### src/rtl/prog_link_pkg.sv
package prog_link_pkg;
  // Session sequencing states
  typedef enum logic [1:0] {
    ST_OFF  = 2'd0,
    ST_RST  = 2'd1,
    ST_IDLE = 2'd2,
    ST_RUN  = 2'd3
  } link_state_e;

  localparam int STOP_BITS = 2;
  localparam int OVERHEAD  = 2 + STOP_BITS; // start + parity + stops
endpackage

### src/rtl/plk_clkgen.sv
module plk_clkgen #(
  parameter int HALF_DIV = 8
) (
  input  logic clk,
  input  logic rst_n,
  input  logic en,
  output logic lclk,
  output logic tick_rise,
  output logic tick_fall
);
  localparam int DW = $clog2(HALF_DIV + 1);
  localparam logic [DW-1:0] LAST = DW'(HALF_DIV - 1);

  logic [DW-1:0] div_q;
  logic          term;

  assign term      = en && (div_q == LAST);
  assign tick_rise = term && !lclk;
  assign tick_fall = term && lclk;

  always_ff @(posedge clk or negedge rst_n) begin
    if (!rst_n) begin
      div_q <= '0;
      lclk  <= 1'b0;
    end else if (!en) begin
      div_q <= '0;
      lclk  <= 1'b0;
    end else if (term) begin
      div_q <= '0;
      lclk  <= !lclk;
    end else begin
      div_q <= div_q + 1'b1;
    end
  end
endmodule

### src/rtl/plk_tx_shifter.sv
module plk_tx_shifter #(
  parameter int FRAME_W = 12
) (
  input  logic               clk,
  input  logic               rst_n,
  input  logic               clr,
  input  logic               load,
  input  logic [FRAME_W-1:0] frame,
  input  logic               tick_rise,
  input  logic               tick_fall,
  output logic               bit_out,
  output logic               busy
);
  localparam int CW = $clog2(FRAME_W + 1);
  localparam logic [CW-1:0] FULL = CW'(FRAME_W);

  logic [FRAME_W-1:0] sh_q;
  logic [CW-1:0]      cnt_q;
  logic               tail_q;   // last bit still being held for the target

  assign busy = (cnt_q != '0) || tail_q;

  always_ff @(posedge clk or negedge rst_n) begin
    if (!rst_n) begin
      sh_q    <= '1;
      cnt_q   <= '0;
      tail_q  <= 1'b0;
      bit_out <= 1'b1;
    end else if (clr) begin
      sh_q    <= '1;
      cnt_q   <= '0;
      tail_q  <= 1'b0;
      bit_out <= 1'b1;
    end else if (load) begin
      sh_q   <= frame;
      cnt_q  <= FULL;
      tail_q <= 1'b0;
    end else if (tick_fall && cnt_q != '0) begin
      bit_out <= sh_q[0];
      sh_q    <= {1'b1, sh_q[FRAME_W-1:1]};
      cnt_q   <= cnt_q - 1'b1;
      tail_q  <= (cnt_q == CW'(1));
    end else if (tick_rise && tail_q) begin
      tail_q <= 1'b0;
    end
  end
endmodule

### src/rtl/plk_rx_shifter.sv
module plk_rx_shifter #(
  parameter int DATA_W  = 8,
  parameter int FRAME_W = 12
) (
  input  logic              clk,
  input  logic              rst_n,
  input  logic              clr,
  input  logic              arm,
  input  logic              tick_rise,
  input  logic              din,
  output logic              busy,
  output logic              valid,
  output logic [DATA_W-1:0] data,
  output logic              err
);
  localparam int CW = $clog2(FRAME_W + 1);
  localparam logic [CW-1:0] FULL = CW'(FRAME_W);

  logic [FRAME_W-1:0] sh_q;
  logic [FRAME_W-1:0] nxt;
  logic [CW-1:0]      cnt_q;
  logic               hunting;

  assign busy    = (cnt_q != '0);
  assign hunting = (cnt_q == FULL);
  assign nxt     = {din, sh_q[FRAME_W-1:1]};

  always_ff @(posedge clk or negedge rst_n) begin
    if (!rst_n) begin
      sh_q  <= '0;
      cnt_q <= '0;
      valid <= 1'b0;
      data  <= '0;
      err   <= 1'b0;
    end else if (clr) begin
      cnt_q <= '0;
      valid <= 1'b0;
      err   <= 1'b0;
    end else begin
      valid <= 1'b0;
      err   <= 1'b0;
      if (arm) begin
        cnt_q <= FULL;
      end else if (tick_rise && busy && !(hunting && din)) begin
        sh_q  <= nxt;
        cnt_q <= cnt_q - 1'b1;
        if (cnt_q == CW'(1)) begin
          valid <= 1'b1;
          data  <= nxt[DATA_W:1];
          err   <= (^nxt[DATA_W+1:1]) || !(&nxt[FRAME_W-1:DATA_W+2]);
        end
      end
    end
  end
endmodule

### src/rtl/prog_link_engine.sv
module prog_link_engine
  import prog_link_pkg::*;
#(
  parameter int DATA_W      = 8,
  parameter int HALF_DIV    = 8,
  parameter int RST_HOLD    = 16,
  parameter int IDLE_FRAMES = 2
) (
  input  logic              clk,
  input  logic              rst_n,
  input  logic              session_en,
  input  logic              tx_valid,
  output logic              tx_ready,
  input  logic [DATA_W-1:0] tx_data,
  input  logic              rx_req,
  input  logic              idle_req,
  output logic              rx_valid,
  output logic [DATA_W-1:0] rx_data,
  output logic              rx_err,
  output logic              tgt_rst_n,
  output logic              link_clk,
  output logic              clk_oe,
  output logic              data_out,
  output logic              data_oe,
  input  logic              data_in
);
  localparam int FRAME_W = DATA_W + OVERHEAD;
  localparam int HW      = $clog2(RST_HOLD + 1);
  localparam int BW      = $clog2(IDLE_FRAMES + 1);

  link_state_e     state_q;
  logic [HW-1:0]   hold_q;
  logic [BW-1:0]   idles_left_q;
  logic            dir_tx_q;

  logic lclk, tick_rise, tick_fall;
  logic tx_busy, rx_busy, tx_bit;
  logic active, ready, tx_load, rx_arm, idle_load;
  logic [FRAME_W-1:0] frame;

  assign active    = (state_q != ST_OFF);
  assign ready     = (state_q == ST_RUN) && session_en && !tx_busy && !rx_busy;
  assign idle_load = (state_q == ST_IDLE) && session_en && !tx_busy && (idles_left_q != '0);
  assign tx_load   = idle_load || (ready && (tx_valid || idle_req));
  assign rx_arm    = ready && !tx_valid && !idle_req && rx_req;
  assign frame     = (ready && tx_valid)
                     ? {{STOP_BITS{1'b1}}, ^tx_data, tx_data, 1'b0}
                     : '1;

  always_ff @(posedge clk or negedge rst_n) begin
    if (!rst_n) begin
      state_q      <= ST_OFF;
      hold_q       <= '0;
      idles_left_q <= '0;
      dir_tx_q     <= 1'b1;
    end else if (!session_en) begin
      state_q  <= ST_OFF;
      dir_tx_q <= 1'b1;
    end else begin
      unique case (state_q)
        ST_OFF: begin
          state_q  <= ST_RST;
          hold_q   <= '0;
          dir_tx_q <= 1'b1;
        end
        ST_RST: begin
          hold_q <= hold_q + 1'b1;
          if (hold_q == HW'(RST_HOLD - 1)) begin
            state_q      <= ST_IDLE;
            idles_left_q <= BW'(IDLE_FRAMES);
          end
        end
        ST_IDLE: begin
          if (!tx_busy) begin
            if (idles_left_q != '0) idles_left_q <= idles_left_q - 1'b1;
            else                    state_q      <= ST_RUN;
          end
        end
        ST_RUN: begin
          if (ready) begin
            if (tx_valid || idle_req) dir_tx_q <= 1'b1;
            else if (rx_req)          dir_tx_q <= 1'b0;
          end
        end
        default: state_q <= ST_OFF;
      endcase
    end
  end

  plk_clkgen #(.HALF_DIV(HALF_DIV)) u_clk (
    .clk(clk), .rst_n(rst_n), .en(active),
    .lclk(lclk), .tick_rise(tick_rise), .tick_fall(tick_fall)
  );

  plk_tx_shifter #(.FRAME_W(FRAME_W)) u_tx (
    .clk(clk), .rst_n(rst_n), .clr(!active), .load(tx_load), .frame(frame),
    .tick_rise(tick_rise), .tick_fall(tick_fall),
    .bit_out(tx_bit), .busy(tx_busy)
  );

  plk_rx_shifter #(.DATA_W(DATA_W), .FRAME_W(FRAME_W)) u_rx (
    .clk(clk), .rst_n(rst_n), .clr(!active), .arm(rx_arm),
    .tick_rise(tick_rise), .din(data_in),
    .busy(rx_busy), .valid(rx_valid), .data(rx_data), .err(rx_err)
  );

  assign tx_ready  = ready;
  assign tgt_rst_n = !active;
  assign clk_oe    = active;
  assign link_clk  = lclk && active;
  assign data_oe   = active && dir_tx_q;
  assign data_out  = dir_tx_q ? tx_bit : 1'b1;
endmodule

### config.mk
export PLATFORM = sky130hd
export DESIGN_NAME = prog_link_engine
export DESIGN_NICKNAME = d
export VERILOG_FILES = /design/src/rtl/prog_link_pkg.sv /design/src/rtl/plk_clkgen.sv /design/src/rtl/plk_tx_shifter.sv /design/src/rtl/plk_rx_shifter.sv /design/src/rtl/prog_link_engine.sv
export SDC_FILE = /design/constraint.sdc
export NUM_CORES = 1
export LEC_CHECK = 0
export ABC_AREA = 1
export BUFFER_PORTS_ARGS = -buffer_cell sky130_fd_sc_hd__buf_4
export CORE_ASPECT_RATIO = 2
export CORE_UTILIZATION = 50
export CTS_BUF_LIST = sky130_fd_sc_hd__clkbuf_4 sky130_fd_sc_hd__clkbuf_8
export DETAILED_ROUTE_END_ITERATION = 8
export PLACE_DENSITY = 0.69
export SLEW_MARGIN = 20
export SYNTH_ARGS = -nofsm -noshare
export SYNTH_HDL_FRONTEND = slang
export SYNTH_HIERARCHICAL = 1
export SYNTH_SLANG_ARGS = --single-unit
### constraint.sdc
create_clock -name clk -period 3.95 [get_ports clk]
set_clock_uncertainty 0.05 [all_clocks]
set_input_delay 0.1975 -clock clk [delete_from_list [all_inputs] [get_ports clk]]
set_output_delay 0.1975 -clock clk [all_outputs]
set_load 0.03 [all_outputs]
# Word-level counts from Yosys, hierarchy flattened
# Index checks and enable logic that the tools add are counted.
[op_classes]
addsub = 5
n_mul = 0
n_div = 0
n_lt_le_gt_ge = 0
n_eq_ne = 24
n_shift = 0
mux = 44
bitwise = 1
reduce_logical = 50
[op_table]
columns = ["operator", "n"]
rows = [
  ["$mux 12", 3],
  ["$mux 4", 8],
  ["$mux 1", 22],
  ["$logic_and 1x1->1", 21],
  ["$mux 2", 6],
  ["$ne 3x3->1 const B", 4],
  ["$mux 10", 1],
  ["$pmux 5 s2", 1],
  ["$ne 3x1->1 const B", 3],
  ["$reduce_xor 9->1", 1],
  ["$eq 4x1->1 const B", 2],
  ["$logic_not 1->1", 8],
  ["$ne 4x1->1 const B", 2],
  ["$reduce_and 4->1", 2],
  ["$reduce_bool 2->1", 4],
  ["$reduce_bool 4->1", 2],
  ["$reduce_xor 8->1", 1],
  ["$sub 4x1->4 const B", 2],
  ["$ne 2x1->1 const B", 3],
  ["$ne 2x2->1 const B", 3],
  ["$pmux 2 s3", 1],
  ["$reduce_and 2->1", 3],
  ["$reduce_and 3->1", 2],
  ["$add 5x1->5 const B", 1],
  ["14 further kinds", 18],
]
[word_totals]
regBits = 59
latchBits = 0
ramBits = 0
mem_bits_ro = 0
in_bits = 15
out_inout_bits = 16
elab_cells = 139
mem_count = 0

# Longest topological paths before layout
# Gate-level depths: netlist (run 1).
[depth]
word_depth = 10
depth_mapped = 16
ltp_nobuf = 15

# Hierarchy
# Netlist (run 1), hierarchy kept.
[by_module_without_submodules]
columns = ["mod", "instances", "cells_per_inst", "area_each_um2", "seq_area_each_um2"]
rows = [
  ["plk_rx_shifter", 1, 148, 1226.2, 600.6],
  ["plk_tx_shifter", 1, 124, 1032.2, 466.7],
  ["prog_link_engine", 1, 156, 979.7, 251.5],
  ["plk_clkgen", 1, 29, 236.5, 125.1],
]

# Worst setup path before layout (run 1)
# OpenSTA, ideal clock, no wires.
[synth_path]
path_kind = "register -> register"
from = "reg state_q[0]"
to = "reg u_rx.data[7]"
setup_time_ns = 0.074
arrival_time_ns = 2.320
required_ns = 3.826
path_slack_ns = 1.506
stages_incl_launch_ff = 13
n_path_buf = 1
period_less_slack_ns = 2.444
cell_sequence = "dfrtp_1 inv_1 ha_1 inv_1 nand3_1 inv_1 and2_4 nand3_4 nor2_4 inv_4 buf_8 nand2_2 o21ai_2"
[synth_between]
elab_cells_between_ends = 14
cone_classes = "1 x eq/ne; 1 x bitwise; 12 x reduce/logical"
[synth_rtl]
columns = ["item", "line", "source"]
rows = [
  ["from (decl)", "prog_link_engine.sv:31", "link_state_e state_q;"],
  ["from (signal assigned)", "prog_link_engine.sv:52", "state_q <= ST_OFF;"],
  ["from (signal assigned)", "prog_link_engine.sv:57", "state_q <= ST_OFF;"],
  ["from (signal assigned)", "prog_link_engine.sv:62", "state_q <= ST_RST;"],
  ["$reduce_bool 2->1", "prog_link_engine.sv:41", "assign active = (state_q != ST_OFF);"],
  ["net clk_oe", "prog_link_engine.sv:22", "output logic clk_oe,"],
  ["$logic_and 1x1->1", "plk_clkgen.sv:17", "assign term = en && (div_q == LAST);"],
  ["$logic_and 1x1->1", "plk_clkgen.sv:18", "assign tick_rise = term && !lclk;"],
  ["net tick_rise", "prog_link_engine.sv:36", "logic lclk, tick_rise, tick_fall;"],
  ["$logic_and 1x1->1 (2 in a row)", "plk_rx_shifter.sv:44", "end else if (tick_rise && busy && !(hunting && din)) begin"],
  ["$reduce_and 4->1 (no line)", "-", ""],
  ["to (signal assigned)", "plk_rx_shifter.sv:49", "data <= nxt[DATA_W:1];"],
  ["to (decl)", "plk_rx_shifter.sv:13", "output logic [DATA_W-1:0] data,"],
]
# The timed path passes the listed nets, and every way through them passes these cells.
# A chain may end at the register's enable or synchronous reset.

# Worst setup path after layout (run 1)
[layout_path]
from = "reg u_tx.cnt_q[1]"
to = "reg u_rx.data[4]"
[layout_between]
elab_chain_cells = 10
[layout_lines]
columns = ["item", "line", "source"]
rows = [
  ["from (decl)", "plk_tx_shifter.sv:18", "logic [CW-1:0] cnt_q;"],
  ["from (signal assigned)", "plk_tx_shifter.sv:41", "cnt_q <= cnt_q - 1'b1;"],
  ["$reduce_bool 4->1", "plk_tx_shifter.sv:21", "assign busy = (cnt_q != '0) || tail_q;"],
  ["$logic_or 1x1->1", "plk_tx_shifter.sv:21", ""],
  ["net tx_busy", "prog_link_engine.sv:37", "logic tx_busy, rx_busy, tx_bit;"],
  ["$logic_not 1->1", "-", ""],
  ["$logic_and 1x1->1 (2 in a row)", "prog_link_engine.sv:42", "assign ready = (state_q == ST_RUN) && session_en && !tx_busy && !rx_busy;"],
  ["$logic_and 1x1->1 (3 in a row)", "prog_link_engine.sv:45", "assign rx_arm = ready && !tx_valid && !idle_req && rx_req;"],
  ["net rx_arm", "prog_link_engine.sv:38", "logic active, ready, tx_load, rx_arm, idle_load;"],
  ["$not 1->1 (no line)", "-", ""],
  ["$reduce_and 4->1 (no line)", "-", ""],
]
# The timed path passes the listed nets, and every way through them passes these cells.

==> impl_metrics.json, run 1 <==
{
  "via_per_inst": 4.913,
  "regToRegSetupSlack_ps": 1450,
  "status": "finished, final reports clean",
  "ys_warn_count": 6,
  "finalHoldViolCount": 0,
  "chipWidth_um": 60.95,
  "htreeDepth": 3,
  "yosysSeqAreaShare_pct": 41.56,
  "worst_pin_slew_ps": 700.0,
  "rsz0062_at_grt": "false",
  "synthToLayoutAreaGrowth_pct": 14.51,
  "track_usage_pct": 22.17,
  "crit_chain": "inv_1 -> ha_1 -> nand2_2 -> or2_2 -> inv_1 -> nand2_4 -> inv_2 -> nand2_1 -> nor3_2 -> nor2_2 -> nand3_4 -> nor2_4 -> inv_4 -> nand2_1 -> o21ai_2",
  "slew-limit-headroom_pct": 53.33,
  "grt_pass1_wl_mm": 11.92,
  "switching_share_pct": 37.22,
  "crit_fanout": 23,
  "drt_iter0_drc": 124,
  "p_leak_nw": 2.041,
  "synth_compound_gate_area_share_pct": 13.25,
  "slowest_stage": "dfrtp_1",
  "crit_path_max_incr_delay_ps": 380,
  "ant_nets": 0,
  "dpl_cell_area_sq_um": 3755,
  "antenna_cells": 0,
  "p_switching_uw": 797.8,
  "worstHoldPathCells": 3,
  "routabilityCongestion": 0.8647,
  "multi_input_area_sq_um": 1688,
  "synth-xor-area-share_pct": 0.2521,
  "core_area_sq_um": 6674,
  "synth.ff_latch_count": 57,
  "powerDensity_nw_per_um2": 538.7,
  "power_frac_comb_pct": 35.5,
  "end_kind": "flip-flop",
  "cts_tree": "built",
  "path_clk_slew_ps": 70,
  "drive_above_1_share_pct": 21.93,
  "grt_pass1_vias": 2794,
  "synth-edff-count": 0,
  "clkLatencyLatePin_ps": 350,
  "clock_tree.root_cell": "clkbuf_8",
  "hp-start": "data_in",
  "yosys.area_share.adder_pct": 4.681,
  "grt_max_degree": 58,
  "wirelength_mm": 6.718,
  "globalRouteOverflowTotal": 0,
  "final_area_sq_um": 3979,
  "synthSimpleGateAreaFrac_pct": 29.96,
  "vias": 2874,
  "wl_per_cell_um": 11.48,
  "final_cell_mix": "145 x nand2_1, 69 x inv_1, 43 x dfrtp_1",
  "die_y_um": 119.9,
  "cts_buffer_depth": 2,
  "drc": 0,
  "timing.hold.ws_ps": 79.82,
  "cts_buffers": 9,
  "fillers": 630,
  "r2r_end": "u_rx/data[4]",
  "timing.fmax_mhz": 399.8,
  "period_minus_slack_ps": 2501,
  "worstPathArrival_ps": 2730,
  "cts.sinks": 57,
  "finalSetupViolations": 0,
  "synth_top_family_by_area": "simple AND/OR/NAND/NOR gates",
  "async_reset_ff_share_pct": 100.0,
  "rr_startpoint": "u_tx/cnt_q[1]",
  "antenna_found_initial": 0,
  "cts_setup_buffers": 0,
  "hold_path_end": "u_rx/sh_q[11]",
  "syn-cell-area_sq_um": 3475,
  "clkPwrFrac_pct": 27.7,
  "synth_mux_area_share_pct": 0,
  "rows": 42,
  "post-route-period-util_pct": 63.32,
  "setup_tns_ps": 0,
  "hp-class": "in2reg",
  "regArea_sq_um": 1444,
  "dr.pass1.iters": 4,
  "port_buffers": 30,
  "crit_required_ps": 4180,
  "ir_drop_v": 0.0002799,
  "internal-power_mw": 1.345,
  "ios": 31,
  "cap_viol_max_count": 0,
  "seqPwrFrac_pct": 36.9,
  "die-area_sq_um": 7307,
  "synth.distinct_cells": 36,
  "reg2regPathDepth": 15,
  "nNetsFinal": 520,
  "setup.worst_path.class": "reg2reg",
  "detailed_place_hpwl_mm": 5.025,
  "avgSynthCellArea_sq_um": 7.603,
  "syn_inst": 457,
  "finalMaxSlewViolations": 0,
  "ys.flop_type": "dfrtp_1",
  "final_util_pct": 59.62,
  "start_util_pct": 52.06,
  "cp-start-kind": "flip-flop",
  "mostFrequentLayoutCell": "nand2_1"
}
==> critical path: cells and delay by family, from the launching register on <==
family	cells	cell delay [ps]
adders and majority gates	1	220
and+or+nand+nor	9	1260
DFF	1	380
AOI/OAI and AO/OA	1	60
buffers and inverters	4	450
==> layer usage <==
layer | share of wire (%) | vias up | global-route usage [%] | wire length, um
met3 | 2.8 | 21 | 6.142 | 189
li1 | - | 1504 | - | -
met4 | 4.6 | 0 | 12.50 | 312
met1 | 39 | 1302 | 23.02 | 2611
met5 | 0 | - | 0 | 0
met2 | 54 | 47 | 38.05 | 3605
==> synthesized netlist by cell type (4+ instances only) <==
| library cell | instances | area (sq um) |
|---|---|---|
| nand2_4 | 5 | 56.30 |
| nor2_1 | 23 | 86.33 |
| nor2_2 | 6 | 37.54 |
| dfstp_2 | 14 | 367.9 |
| o21ai_2 | 16 | 140.1 |
| buf_2 | 4 | 20.02 |
| a21oi_1 | 6 | 30.03 |
| inv_1 | 69 | 259.0 |
| nand2_1 | 145 | 544.3 |
| ha_1 | 13 | 162.7 |
| o21ai_1 | 10 | 50.05 |
| dfrtp_1 | 43 | 1076 |
| o21ai_0 | 36 | 180.2 |
| nor2_4 | 4 | 45.04 |
| nand3_1 | 26 | 130.1 |
| nor3_1 | 4 | 20.02 |
| nand4_1 | 4 | 25.02 |
==> what timing repair did <==
| item | in CTS | in global routing |
|---|---|---|
| hold buffers | 1 | 0 |
| endpoints found under the hold margin | 43 | 0 |
| endpoints found under the setup margin | 0 | 0 |
| resized for setup | 0 | 0 |
==> sequential cells by signal, indices dropped and copies added, names as in the netlist <==
register      flops
u_rx/sh_q        10
u_rx/cnt_q        4
state_q           2
u_tx/tail_q       1
u_tx/sh_q        12
u_tx/bit_out      1
u_rx/valid        1
u_tx/cnt_q        4
dir_tx_q          1
u_rx/data         8
idles_left_q      2
hold_q            5
u_clk/lclk        1
u_rx/err          1
u_clk/div_q       4
==> worst max-delay path by stage <==
stage | startpoint | endpoint | slack, ps
after floorplan | state_q[0] | u_rx/data[7] | 1510
after global placement | u_tx/cnt_q[1] | u_rx/data[5] | 1520
after detailed placement | u_tx/cnt_q[1] | u_rx/data[1] | 1430
after CTS | u_tx/cnt_q[1] | u_rx/data[1] | 1420
after global routing | u_tx/cnt_q[1] | u_rx/data[1] | 1190
final | u_tx/cnt_q[1] | u_rx/data[4] | 1450
==> power groups by stage <==
| stage | Combinational, mW | Clock [mW] | Sequential (mW) |
|---|---|---|---|
| finish | 0.760 | 0.593 | 0.791 |
| floorplan | 0.617 | 0 | 0.785 |
| global route | 0.876 | 0.643 | 0.805 |
| CTS | 0.768 | 0.610 | 0.791 |
| global placement | 0.744 | 0 | 0.798 |
| detailed placement | 0.761 | 0 | 0.801 |
==> logic make-up after synthesis <==
| kind of cell | count (synthesis) |
|---|---|
| DFF | 57 |
| and+or+nand+nor | 227 |
| other | 1 |
| buffers and inverters | 82 |
| xor gates and xnor gates | 1 |
| adders and majority gates | 13 |
| AOI/OAI and AO/OA | 76 |
==> cell type report <==
cell class | instances | share of cell area [%]
well taps | 88 | 2.767
flip-flops and latches | 57 | 36.29
inverters | 72 | 6.855
multi-input cells | 319 | 42.42
clock inverters | 6 | 2.075
clock buffers | 10 | 3.302
repair buffers | 33 | 6.289
==> through the flow <==
stage | power (mW) | worst slack, ps | instances
3_3_place_gp | 1.541 | 1516 | 568
5_1_grt | 2.324 | 1187 | 585
4_1_cts | 2.169 | 1425 | 585
2_1_floorplan | 1.402 | 1506 | 458
6_report | 2.143 | 1449 | 585
3_5_place_dp | 1.562 | 1428 | 568
No activity file was read; power rests on OpenSTA's default activity.
==> run 2: changes to the inputs <==
- ABC_AREA: 1 -> 0
- PLACE_DENSITY: 0.69 -> 0.72
- clock period: 3.95 -> 2.1 ns (I/O delays scaled with it)
==> impl_metrics.json, run 2 <==
{
  "fin_cells": 456,
  "start_util_pct": 52.36,
  "cts_tree": "built",
  "dr.pass1.iters": 4,
  "powerDensity_nw_per_um2": 783.4,
  "end_kind": "flip-flop",
  "cts_buffer_depth": 2,
  "routabilityCongestion": 0.7806,
  "synth_common_cells": "43 x dfrtp_1, 29 x nor2_1, 19 x mux2_2",
  "post-route-period-util_pct": 106.3,
  "synthToLayoutAreaGrowth_pct": 34.45,
  "drt_iter0_drc": 105,
  "nNetsFinal": 397,
  "final_area_sq_um": 4263,
  "antenna_found_initial": 0,
  "worstPathArrival_ps": 2400,
  "rows": 40,
  "synth-edff-count": 0,
  "grt_pass1_wl_mm": 12.18,
  "use_met3_pct": 4.746,
  "totalPowerFinal_mw": 3.340,
  "port_buffers": 30,
  "async_reset_ff_share_pct": 100.0,
  "via_per_inst": 5.579,
  "period_minus_slack_ps": 2232,
  "status": "finished, violations left",
  "finalSetupViolations": 32,
  "die-area_sq_um": 6683,
  "ir_drop_v": 0.0005960,
  "synth.distinct_cells": 55,
  "htreeDepth": 3,
  "track_usage_pct": 24.68,
  "finalHoldViolCount": 0,
  "clock_tree.root_cell": "clkbuf_8",
  "crit_chain": "inv_2 -> ha_4 -> nor3b_4 -> nand2b_1 -> nand2b_4 -> nor3b_4 -> and3_4 -> nor2_4 -> nand3_2 -> nor3_4 -> buf_12 -> mux2_2",
  "grt_pass1_vias": 2722,
  "ys.flop_type": "dfrtp_1",
  "cts_buffers": 9,
  "slew-limit-headroom_pct": 51.26,
  "vias": 2544,
  "setup.worst_path.class": "reg2reg",
  "crit_fanout": 9,
  "violations": "setup timing",
  "reg2regPathDepth": 12,
  "regToRegSetupSlack_ps": -130,
  "die_y_um": 114.6,
  "avgSynthCellArea_sq_um": 10.78,
  "final.setup.worst_slack_ps": -132.4,
  "synth_top_area_share_pct": 33.94,
  "timing.hold.ws_ps": 47.73,
  "grt_use_met2_pct": 43.83,
  "finalMaxSlewViolations": 0,
  "final_util_pct": 70.39,
  "syn_inst": 294,
  "crit_path_max_incr_delay_ps": 370,
  "ys_warn_count": 6,
  "timing.fmax_mhz": 448.0,
  "antenna_cells": 0,
  "ant_nets": 0,
  "core_area_sq_um": 6056,
  "syn-cell-area_sq_um": 3171,
  "detailed_place_hpwl_mm": 5.031,
  "drive_above_1_share_pct": 48.66,
  "path_buf_inv": 2,
  "synth.most_common_cell": "dfrtp_1",
  "cp_top_family": "simple AND/OR/NAND/NOR gates",
  "largest_reg_flops": 12,
  "top_register": "u_tx/sh_q",
  "slowest_stage": "dfrtp_1",
  "drc": 0,
  "met1_usage_pct": 23.89,
  "worst_pin_slew_ps": 731.1,
  "cp-start-kind": "flip-flop",
  "crit_required_ps": 2270,
  "dpl_cell_area_sq_um": 3774,
  "final_cell_mix": "60 x buf_4, 43 x dfrtp_1, 19 x a211oi_2",
  "synth.ff_latch_count": 57,
  "placedCellCount": 432,
  "rsz0062_at_grt": "true",
  "hp-start": "session_en",
  "cts.sinks": 57,
  "cap_viol_max_count": 0,
  "ios": 31,
  "globalRouteOverflowTotal": 0,
  "gr-max-usage-layer": "met2",
  "yosysSeqAreaShare_pct": 45.54,
  "chipWidth_um": 58.31,
  "synthTopCellsByArea": "dfrtp_1 34%, dfstp_2 12%, mux2_2 6.7%",
  "worstHoldPathCells": 2,
  "wl_per_cell_um": 16.56,
  "path_clk_slew_ps": 60,
  "hold_path_end": "state_q[0]",
  "layout_top_registers": "u_tx/sh_q: 12 flops, u_rx/sh_q: 10 flops, u_rx/data: 8 flops",
  "rr_startpoint": "u_tx/cnt_q[0]",
  "crit_path_frequent_cell": "nor3b_4",
  "wirelength_mm": 7.552,
  "clkLatencyLatePin_ps": 340,
  "p_leak_nw": 1.843,
  "hp-class": "in2reg",
  "synth_top_area_cell": "dfrtp_1",
  "mostFrequentLayoutCell": "buf_4",
  "grt_max_degree": 58,
  "r2r_end": "u_rx/data[1]"
}
==> run 2: changes by cell type in the layout (fill, tap and decap cells not counted), sizes merged, moves of 19 or more <==
| cell | change |
|---|---|
| a211oi | +23 |
| buf | +34 |
| inv | -57 |
| mux2 | +19 |
| nand2 | -139 |
| nand3 | -21 |
| o21ai | -50 |
==> run 2: cells by family (layout without fill, tap and decap cells) <==
group | count (synthesis) | count (layout) | share of synthesized area, %
flops | 57 | 57 | 45.54
buf+inv | 25 | 98 | 3.788
simple gates | 97 | 101 | 17.44
compound gates | 61 | 61 | 14.76
fa+ha+maj | 13 | 13 | 5.130
xor+xnor | 15 | 15 | 4.578
other cells | 1 | 2 | 0.1183
mux | 25 | 25 | 8.643
==> run 2: worst register-to-register path: stages (launching register included) <==
cell	delay, ps
dfrtp_1	370
inv_2	60
ha_4	160
nor3b_4	140
nand2b_1	90
nand2b_4	140
nor3b_4	50
and3_4	160
nor2_4	130
nand3_2	100
nor3_4	170
buf_12	150
mux2_2	330
==> run 2: through the flow <==
stage	setup slack [ps]	setup TNS, ps
final	-132.4	-2358
after global routing	-221.6	-6160
after CTS	-141.6	-2454
after detailed placement	-164.3	-4189
after global placement	-125.4	-2877
after floorplan	-630.1	-20500
==> run 2: area by class of cell <==
type	instances	area, sq um
Fill cell	422	1793
Sequential cell	57	1444
Multi-Input combinational cell	217	1924
Inverter	15	58.81
Clock buffer	14	173.9
Timing Repair Buffer	69	556.8
Tap cell	84	105.1
==> run 2: report_power, final <==
part / total, mW / internal (mW) / switching [mW]
combinational: 1.18 / 0.499 / 0.683
sequential: 1.25 / 1.18 / 0.0635
clock: 0.912 / 0.519 / 0.393
==> run 2: worst max-delay path by stage <==
stage,depth (start not counted),end,slack (ps),startpoint
finish,12,u_rx/data[1],-130,u_tx/cnt_q[0]
global route,12,u_rx/data[7],-220,u_tx/cnt_q[0]
detailed placement,10,u_rx/sh_q[7],-160,u_tx/cnt_q[1]
global placement,12,u_tx/sh_q[1],-130,u_tx/cnt_q[1]
CTS,12,u_rx/data[7],-140,u_tx/cnt_q[0]
floorplan,13,u_tx/sh_q[3],-630,u_tx/cnt_q[0]
==> run 2: metal layers <==
layer  share of wire, %  wire, um
met1                 37      2816
met2                 56      4195
met3                2.7       207
met4                4.4       333
met5                  0         0
==> run 2: timing repair <==
| action | 4_1_cts | 5_1_grt |
|---|---|---|
| hold buffers | 3 | 0 |
| pin swaps | 30 | 22 |
| gates resized for setup | 35 | 28 |
| gates cloned | 4 | 0 |
| endpoints found under the setup margin | 38 | 41 |
| endpoints found under the hold margin | 45 | 0 |
| setup buffers | 2 | 2 |
==> run 3: changes to the inputs <==
- SKIP_CTS_REPAIR_TIMING: not set -> 1
- SLEW_MARGIN: 20 -> 25
==> impl_metrics.json, run 3 (synthesis results as in run 2) <==
{
  "crit_path_frequent_cell": "nor3b_4",
  "setup.worst_path.class": "reg2reg",
  "cts.sinks": 57,
  "final.setup.worst_slack_ps": -142.3,
  "slew-limit-headroom_pct": 51.15,
  "period_minus_slack_ps": 2242,
  "routabilityCongestion": 0.7806,
  "clock_tree.root_cell": "clkbuf_8",
  "powerDensity_nw_per_um2": 802.7,
  "die-area_sq_um": 6683,
  "ant_nets": 0,
  "detailed_place_hpwl_mm": 5.031,
  "status": "finished, violations left",
  "layout_top_registers": "u_tx/sh_q: 12 flops, u_rx/sh_q: 10 flops, u_rx/data: 8 flops",
  "rr_startpoint": "u_tx/cnt_q[1]",
  "clkPwrFrac_pct": 27.9,
  "path_clk_slew_ps": 60,
  "largest_reg_flops": 12,
  "switching_share_pct": 33.70,
  "post-route-period-util_pct": 106.8,
  "top_register": "u_tx/sh_q",
  "antenna_found_initial": 0,
  "start_util_pct": 52.36,
  "worstPathArrival_ps": 2410,
  "vias": 2522,
  "globalRouteOverflowTotal": 0,
  "final_util_pct": 67.71,
  "final_cell_mix": "63 x buf_4, 43 x dfrtp_1, 22 x nor2_1",
  "grt_pass1_wl_mm": 11.59,
  "crit_fanout": 9,
  "slowest_stage": "dfrtp_1",
  "hp-class": "in2reg",
  "finalHoldViolCount": 0,
  "dr.pass1.iters": 4,
  "p_switching_mw": 1.109,
  "finalSetupViolations": 32,
  "antenna_cells": 0,
  "rsz0062_at_grt": "true",
  "cap_viol_max_count": 0,
  "crit_required_ps": 2270,
  "mostFrequentLayoutCell": "buf_4",
  "timing.hold.ws_ps": 18.76,
  "cts_buffer_depth": 2,
  "nNetsFinal": 396,
  "crit_path_max_incr_delay_ps": 390,
  "end_kind": "flip-flop",
  "drc": 0,
  "cp-start-kind": "flip-flop",
  "p_leak_nw": 1.824,
  "hp-start": "rx_req",
  "ios": 31,
  "wl_per_cell_um": 16.05,
  "timing.fmax_mhz": 446.0,
  "finalMaxSlewViolations": 0,
  "drive_above_1_share_pct": 43.13,
  "wirelength_mm": 7.303,
  "clkLatencyLatePin_ps": 340,
  "crit_chain": "inv_2 -> ha_4 -> nor3b_4 -> nand2b_1 -> nand2b_4 -> nor3b_4 -> and3_4 -> nor2_4 -> nand3_2 -> nor3_4 -> buf_12 -> mux2_2",
  "via_per_inst": 5.543,
  "core_area_sq_um": 6056,
  "port_buffers": 30,
  "regToRegSetupSlack_ps": -140,
  "htreeDepth": 3,
  "worst_pin_slew_ps": 732.8,
  "track_usage_pct": 23.23,
  "rows": 40,
  "internal-power_mw": 2.182,
  "cts_tree": "built",
  "die_y_um": 114.6,
  "synthToLayoutAreaGrowth_pct": 29.32,
  "violations": "setup timing",
  "seqPwrFrac_pct": 37.8,
  "setup.worst_path.start": "u_tx/cnt_q[1]",
  "grt_pass1_vias": 2633,
  "ir_drop_v": 0.0006080,
  "power_frac_comb_pct": 34.3,
  "chipWidth_um": 58.31,
  "drt_iter0_drc": 94,
  "cts_buffers": 9,
  "grt_max_degree": 58
}
==> run 3: cell count changes in the layout (fill, tap and decap cells not counted), moves of 6 or more <==
cell	delta
a211oi_1	+6
a211oi_2	-6
nor2_1	+10
nor2_4	-10
==> run 3: power groups by stage <==
stage	logic, mW	clock network [mW]	registers, mW
2_1_floorplan	0.737	0	1.25
3_3_place_gp	0.982	0	1.26
3_5_place_dp	0.999	0	1.26
4_1_cts	1.00	0.949	1.25
5_1_grt	1.22	0.982	1.26
6_report	1.13	0.917	1.25
==> run 3: cell type report <==
class | count | area (sq um)
inverters | 15 | 58.81
multi-input cells | 216 | 1772
fillers | 443 | 1956
clock buffers | 14 | 173.9
repair buffers | 69 | 546.8
flip-flops and latches | 57 | 1444
well taps | 84 | 105.1
==> run 3: worst max-delay path, delay by kind of cell (launching register included) <==
| kind | cells | cell delay, ps |
|---|---|---|
| buffers and inverters | 2 | 230 |
| AND/OR/NAND/NOR | 8 | 1050 |
| adder cells (fa/ha/maj) | 1 | 140 |
| flip-flops | 1 | 390 |
| multiplexers | 1 | 260 |
==> run 3: metal layers <==
layer | vias up | wire, um | GRT usage, %
met4 | 0 | 291 | 17.78
met3 | 25 | 218 | 4.633
met5 | - | 0 | 0
li1 | 1189 | - | -
met1 | 1249 | 2755 | 23.37
met2 | 59 | 4037 | 40.46
==> run 3: path summary, 6_finish.rpt <==
path,to,cells after the start
worst max-delay path,u_rx/data[1],12
worst min-delay path,dir_tx_q,3
worst max register to register,u_rx/data[1],12
worst min register to register,u_clk/div_q[0],1
max in group asynchronous,u_rx/data[7],2
min in group asynchronous,hold_q[3],2
==> run 3: stage by stage <==
stage / power (mW) / cells / setup TNS, ps / worst slack [ps] / area [sq um]
floorplan: 1.992 / 295 / -20500 / -630.1 / 3264
finish: 3.291 / 455 / -3015 / -142.3 / 4100
global route: 3.459 / 455 / -7401 / -247.8 / 4100
global placement: 2.242 / 432 / -2877 / -125.4 / 3774
CTS: 3.197 / 446 / -5478 / -216.9 / 3948
detailed placement: 2.263 / 432 / -4189 / -164.3 / 3774
